File: config.mk
export PLATFORM = sky130hd
export DESIGN_NAME = seq_mult
export DESIGN_NICKNAME = d
export VERILOG_FILES = /design/src/rtl/mul_pkg.sv /design/src/rtl/mul_operand_prep.sv /design/src/rtl/mul_step_unit.sv /design/src/rtl/mul_result_fix.sv /design/src/rtl/seq_mult.sv
export SDC_FILE = /design/constraint.sdc
export NUM_CORES = 1
export LEC_CHECK = 0
export BUFFER_PORTS_ARGS = -buffer_cell sky130_fd_sc_hd__buf_4
export CAP_MARGIN = 40
export CORE_MARGIN = 1
export CORE_UTILIZATION = 48
export CTS_CLUSTER_SIZE = 8
export DETAILED_ROUTE_END_ITERATION = 10
export GPL_ROUTABILITY_DRIVEN = 0
export GPL_TIMING_DRIVEN = 0
export PLACE_DENSITY = 0.68
export REMOVE_ABC_BUFFERS = 1
export SKIP_LAST_GASP = 1
export SYNTH_ARGS = -nofsm -noshare
export SYNTH_HDL_FRONTEND = slang
export SYNTH_HIERARCHICAL = 1
export SYNTH_SLANG_ARGS = --single-unit
export TNS_END_PERCENT = 5
File: constraint.sdc
create_clock -name clk -period 5.55 [get_ports clk]
set_input_delay 1.11 -clock clk [delete_from_list [all_inputs] [get_ports clk]]
set_output_delay 1.11 -clock clk [all_outputs]
set_load 0.02 [all_outputs]
File: src/rtl/mul_pkg.sv
package mul_pkg;

    localparam int DEF_W = 32;

    typedef enum logic [1:0] {
        ST_IDLE = 2'd0,
        ST_RUN  = 2'd1,
        ST_FIX  = 2'd2
    } mul_state_t;

    typedef struct packed {
        logic sgn;   // operation interprets operands as two's complement
        logic neg;   // final product must be negated
    } mul_mode_t;

endpackage

File: src/rtl/mul_operand_prep.sv
module mul_operand_prep #(
    parameter int W = 32
) (
    input  logic [W-1:0] a_i,
    input  logic [W-1:0] b_i,
    input  logic         sgn_i,
    output logic [W-1:0] mag_a_o,
    output logic [W-1:0] mag_b_o,
    output logic         neg_o
);
    logic [1:0][W-1:0] raw;
    logic [1:0][W-1:0] mag;
    logic [1:0]        is_neg;

    assign raw[0] = a_i;
    assign raw[1] = b_i;

    for (genvar g = 0; g < 2; g++) begin : g_op
        // Negating the most negative value yields 2^(W-1) read as unsigned.
        assign is_neg[g] = sgn_i & raw[g][W-1];
        assign mag[g]    = is_neg[g] ? (~raw[g] + 1'b1) : raw[g];
    end

    assign mag_a_o = mag[0];
    assign mag_b_o = mag[1];
    assign neg_o   = is_neg[0] ^ is_neg[1];
endmodule

File: src/rtl/mul_step_unit.sv
module mul_step_unit #(
    parameter int W = 32
) (
    input  logic [2*W-1:0] acc_i,
    input  logic [W-1:0]   mcand_i,
    output logic [2*W-1:0] acc_o
);
    logic [W:0] upper_sum;

    always_comb begin
        if (acc_i[0]) begin
            upper_sum = {1'b0, acc_i[2*W-1:W]} + {1'b0, mcand_i};
        end else begin
            upper_sum = {1'b0, acc_i[2*W-1:W]};
        end
        // carry of the add enters the top bit during the shift
        acc_o = {upper_sum, acc_i[W-1:1]};
    end
endmodule

File: src/rtl/mul_result_fix.sv
module mul_result_fix #(
    parameter int W = 32
) (
    input  logic [2*W-1:0] acc_i,
    input  logic           neg_i,
    input  logic           sgn_i,
    output logic [W-1:0]   hi_o,
    output logic [W-1:0]   lo_o,
    output logic           ovf_o
);
    logic [2*W-1:0] fixed;

    always_comb begin
        fixed = neg_i ? (~acc_i + 1'b1) : acc_i;
        hi_o  = fixed[2*W-1:W];
        lo_o  = fixed[W-1:0];
        if (sgn_i) begin
            ovf_o = (hi_o != {W{lo_o[W-1]}});
        end else begin
            ovf_o = (hi_o != '0);
        end
    end
endmodule

File: src/rtl/seq_mult.sv
module seq_mult #(
    parameter int WIDTH = mul_pkg::DEF_W
) (
    input  logic             clk,
    input  logic             rst,
    input  logic             start_i,
    input  logic [WIDTH-1:0] op_a_i,
    input  logic [WIDTH-1:0] op_b_i,
    input  logic             signed_i,
    output logic             busy_o,
    output logic             done_o,
    output logic [WIDTH-1:0] hi_o,
    output logic [WIDTH-1:0] lo_o,
    output logic             ovf_o
);
    import mul_pkg::*;

    localparam int ACC_W = 2 * WIDTH;
    localparam int CNT_W = $clog2(WIDTH) + 1;
    localparam logic [CNT_W-1:0] LAST_STEP = CNT_W'(WIDTH - 1);

    mul_state_t       state_q;
    mul_mode_t        mode_q;
    logic [CNT_W-1:0] step_q;
    logic [ACC_W-1:0] acc_q;
    logic [WIDTH-1:0] mcand_q;

    logic [WIDTH-1:0] mag_a, mag_b;
    logic             neg_c;
    logic [ACC_W-1:0] acc_nxt;
    logic [WIDTH-1:0] hi_c, lo_c;
    logic             ovf_c;
    logic             accept;

    assign accept = start_i && (state_q == ST_IDLE);

    mul_operand_prep #(.W(WIDTH)) u_prep (
        .a_i     (op_a_i),
        .b_i     (op_b_i),
        .sgn_i   (signed_i),
        .mag_a_o (mag_a),
        .mag_b_o (mag_b),
        .neg_o   (neg_c)
    );

    mul_step_unit #(.W(WIDTH)) u_step (
        .acc_i   (acc_q),
        .mcand_i (mcand_q),
        .acc_o   (acc_nxt)
    );

    mul_result_fix #(.W(WIDTH)) u_fix (
        .acc_i (acc_q),
        .neg_i (mode_q.neg),
        .sgn_i (mode_q.sgn),
        .hi_o  (hi_c),
        .lo_o  (lo_c),
        .ovf_o (ovf_c)
    );

    always_ff @(posedge clk) begin
        if (rst) begin
            state_q <= ST_IDLE;
            mode_q  <= '0;
            step_q  <= '0;
            acc_q   <= '0;
            mcand_q <= '0;
            done_o  <= 1'b0;
            hi_o    <= '0;
            lo_o    <= '0;
            ovf_o   <= 1'b0;
        end else begin
            done_o <= 1'b0;
            unique case (state_q)
                ST_IDLE: begin
                    if (accept) begin
                        acc_q   <= {{WIDTH{1'b0}}, mag_b};
                        mcand_q <= mag_a;
                        mode_q  <= '{sgn: signed_i, neg: neg_c};
                        step_q  <= '0;
                        state_q <= ST_RUN;
                    end
                end
                ST_RUN: begin
                    acc_q  <= acc_nxt;
                    step_q <= step_q + 1'b1;
                    if (step_q == LAST_STEP) begin
                        state_q <= ST_FIX;
                    end
                end
                ST_FIX: begin
                    hi_o    <= hi_c;
                    lo_o    <= lo_c;
                    ovf_o   <= ovf_c;
                    done_o  <= 1'b1;
                    state_q <= ST_IDLE;
                end
                default: state_q <= ST_IDLE;
            endcase
        end
    end

    assign busy_o = (state_q != ST_IDLE);
endmodule

==> reports/qor.csv <==
stage;metric;value;unit
timing;RSZ-0062 raised after global routing;no;
layout;final-layout fill cell count;2451;
power_and_ir_drop;maximum VDD drop;182.2;µV
floorplan;num ports;135;
layout;area of the multi-input gates;8006;µm²
timing;worst slew pin tran;0.8969;ns
clock_tree;clk buf depth;2;
power_and_ir_drop;Comb power frac;19.7;%
hold_path;Worst Hold Class;flip-flop to flip-flop;
floorplan;Die Ht;161.9;µm
clock_tree;CTS hold repair buffers;0;
setup_path;setup slack, reg-to-reg;1.48;ns
power_and_ir_drop;switch share;30.72;%
drt;Pre-Repair DR Iteration Count;5;
power_and_ir_drop;sequential cell fraction of total power;43.0;%
setup_path;Critical Path AT;4.35;ns
synthesis;Synth cell types;96;
power_and_ir_drop;Power Total;0.003149;W
layout;register area;3446;µm²
timing;fin crit share;73.34;%
clock_tree;CTS tree;done;
synthesis;Avg Inst Size Synth;7.623;µm²
status;status;completed;
clock_tree;number of post-CTS setup repair buffers;0;
global_routing;Overflow after GRT;0;
setup_path;Setup CP Type;flip-flop to flip-flop;
clock_tree;clock slew at reported path FFs;0.07;ns
power_and_ir_drop;clock power share;37.3;%
run;MaxCap Viol Count;0;
layout;Diodes inserted;0;
setup_path;CP Launch Type;flip-flop;
power_and_ir_drop;Power Dens Cells;228.4;nW/µm²
floorplan;core area;25110;µm²
global_routing;grt met2 use;38.41;%
setup_path;crit-path max FO;10;
placement;# port buffers;134;
synthesis;synthesized instance count;1610;
setup_path;CP Capture Type;flip-flop;
setup_path;CP max-delay cell;or4_4;
clock_tree;Clock Sink Count;172;
global_routing;gr usage total;24.83;%
synthesis;Yosys warning count;6;
synthesis;Post-synth top flop;dfxtp_1;
clock_tree;CTS resizes;0;
global_routing;vias in the first global route;10540;
global_routing;M1 GR Usage;36.33;%
placement;HPWL Detailed;24430;µm
synthesis;Seq cells post-synth;172;
timing;final hold viol count;0;
timing;Max-slew headroom;39.66;%
timing;Layout Skew;0.01551;ns
drt;Routed Antenna Nets;0;
drt;WL/cell;16.61;µm
power_and_ir_drop;Pleak;5.263;nW
clock_tree;clock latency at the later pin of the worst-skew pair;0.44;ns
timing;fmax;245.7;MHz
clock_tree;clock root buffer;clkbuf_16;
floorplan;Core Rows;58;
placement;Area after DPL;13220;µm²
setup_path;CP Cell Sequence;inv_1 > ha_1 > or4b_4 > nand4b_4 > or4_4 > o41ai_4 > xor2_1 > nand2_1 > or4_4 > a2111oi_2 > a21oi_1 > nand2_1 > a21oi_1;
global_routing;largest net degree at the start of global routing;76;
synthesis;sequential fraction of the synthesis area;28.06;%
timing;Slew Limit Fails;0;
timing;setup TNS;0;ns
setup_path;critical path required time;5.83;ns
drt;final wirelength;33010;µm
drt;drt via density;5.936;
layout;Util after Layout;54.91;%
global_routing;initial antenna violation count;0;
global_routing;first-pass GRT wire length;53850;µm
power_and_ir_drop;P_int;0.002182;W
drt;DRT iter0 DRCs;920;
synthesis;Post-Syn Area;12270;µm²
drt;Post-route DRC;0;
synthesis;asr flop ratio synth;0;%
drt;via count;11790;
setup_path;Crit path largest cell delay;0.67;ns
layout;nets;1750;
synthesis;number of flops mapped to enable cells by yosys;0;
layout;Area Growth Syn to Fin;12.34;%
clock_tree;CTS buffer count;17;
power_and_ir_drop;P_sw;0.0009672;W
layout;post-route cell area;13790;µm²
floorplan;die outline width;161.9;µm
timing;final setup violation count;0;
floorplan;initial core utilization;48.88;%
floorplan;DIE AREA;26210;µm²
timing;Tmin final;4.070;ns
clock_tree;H-tree depth;4;
global_routing;GRT busiest layer;met2;
layout;share of cells above drive strength 1;14.91;%
global_routing;GRT met3 Usage;2.783;%
registers in the layout (all words and copies together), names as in the netlist:
name and cells:
acc_q 64, hi_o 32, lo_o 32, mcand_q 32
step_q 6, mode_q 2, state_q 2, done_o 1
ovf_o 1
power by group through the flow:
stage / Clock (W) / Combinational, W / Sequential [W]
global placement: 0 / 0.000568 / 0.00139
global route: 0.00125 / 0.000680 / 0.00136
CTS: 0.00120 / 0.000612 / 0.00135
detailed placement: 0 / 0.000608 / 0.00138
floorplan: 0 / 0.000401 / 0.00137
finish: 0.00117 / 0.000619 / 0.00136
area by class of cell:
type	instances	area share, %
Clock buffer	20	3.312
Inverter	29	0.7895
Multi-Input combinational cell	1279	58.07
Sequential cell	172	24.99
Clock inverter	11	0.8168
Timing Repair Buffer	146	9.021
Tap cell	330	2.995
critical path, delay by kind of cell, from the launching register on:
family	cells	cell delay, ns
compound gates	4	0.77
fa+ha+maj	1	0.22
xor+xnor	1	0.33
buf+inv	1	0.11
flops	1	0.40
simple gates	6	2.08
cells in the final DEF (no fill, tap or decap), drive strengths merged, types with 42 or more instances in the layout:
cell and n:
xor2 42, xnor2 97, nor3 66, buf 146, dfxtp 172, a21oi 156
nand2 280, o21ai 48, nor4 64, nor2 119
cell families (layout without fill, tap and decap cells):
| family | count (synthesis) | count (layout) | synth area share (%) |
|---|---|---|---|
| flops | 172 | 172 | 28.06 |
| simple gates | 698 | 698 | 27.96 |
| xor+xnor | 139 | 139 | 9.919 |
| buf+inv | 159 | 206 | 6.963 |
| compound gates | 383 | 383 | 21.27 |
| mux | 22 | 22 | 1.998 |
| fa+ha+maj | 37 | 37 | 3.833 |
routing by layer:
layer  wire, µm  vias up
met1      15870     5472
met4        445        0
li1           -     5857
met2      14760      425
met3       1931       40
met5          0        -
cell usage after synthesis (4+ instances only):
library cell,count,share of area (%)
o21ai_0,44,1.8
xnor2_1,97,6.9
ha_1,36,3.7
and3_1,6,0.31
dfxtp_1,172,28
nand4_1,28,1.4
a211oi_1,4,0.24
buf_6,8,0.73
buf_4,37,2.3
mux2i_1,5,0.41
nor2b_1,7,0.36
or3_1,12,0.61
or2_2,8,0.41
o211ai_1,4,0.24
inv_1,29,0.89
a211o_1,5,0.36
and4_1,5,0.36
a22o_1,34,2.4
nor4_1,60,3.1
a31oi_1,17,0.87
a21o_1,10,0.61
a21oi_1,155,6.3
nand2_1,280,8.6
nand2b_1,14,0.71
nor3_1,66,2.7
mux2_2,16,1.5
o31ai_1,39,2.4
and2_1,8,0.41
nand3_1,30,1.2
o41ai_1,16,1.1
o21bai_1,8,0.49
buf_2,39,1.6
clkbuf_1,42,1.3
or4_1,21,1.3
o21a_1,5,0.31
nor2_1,118,3.6
xor2_1,42,3.0
final timing paths:
check,start,to,cells past startpoint
worst max-delay path,acc_q[1]$_SDFFE_PP0P_,ovf_o$_SDFFE_PP0P_,13
worst min-delay path,lo_o[25]$_SDFFE_PP0P_,lo_o[25]$_SDFFE_PP0P_,2
worst min register to register,lo_o[25]$_SDFFE_PP0P_,lo_o[25]$_SDFFE_PP0P_,2
worst max register to register,acc_q[1]$_SDFFE_PP0P_,ovf_o$_SDFFE_PP0P_,13
stage by stage:
step                      worst slack, ns  cells  hold slack [ns]
after floorplan                     1.566   1480           0.4340
after global placement             0.7694   1944           0.4443
after detailed placement            1.556   1956           0.4485
after CTS                           1.486   1987           0.4588
after global routing                1.262   1987           0.4695
final                               1.480   1987           0.4550
(Power assumes the default switching activity.)
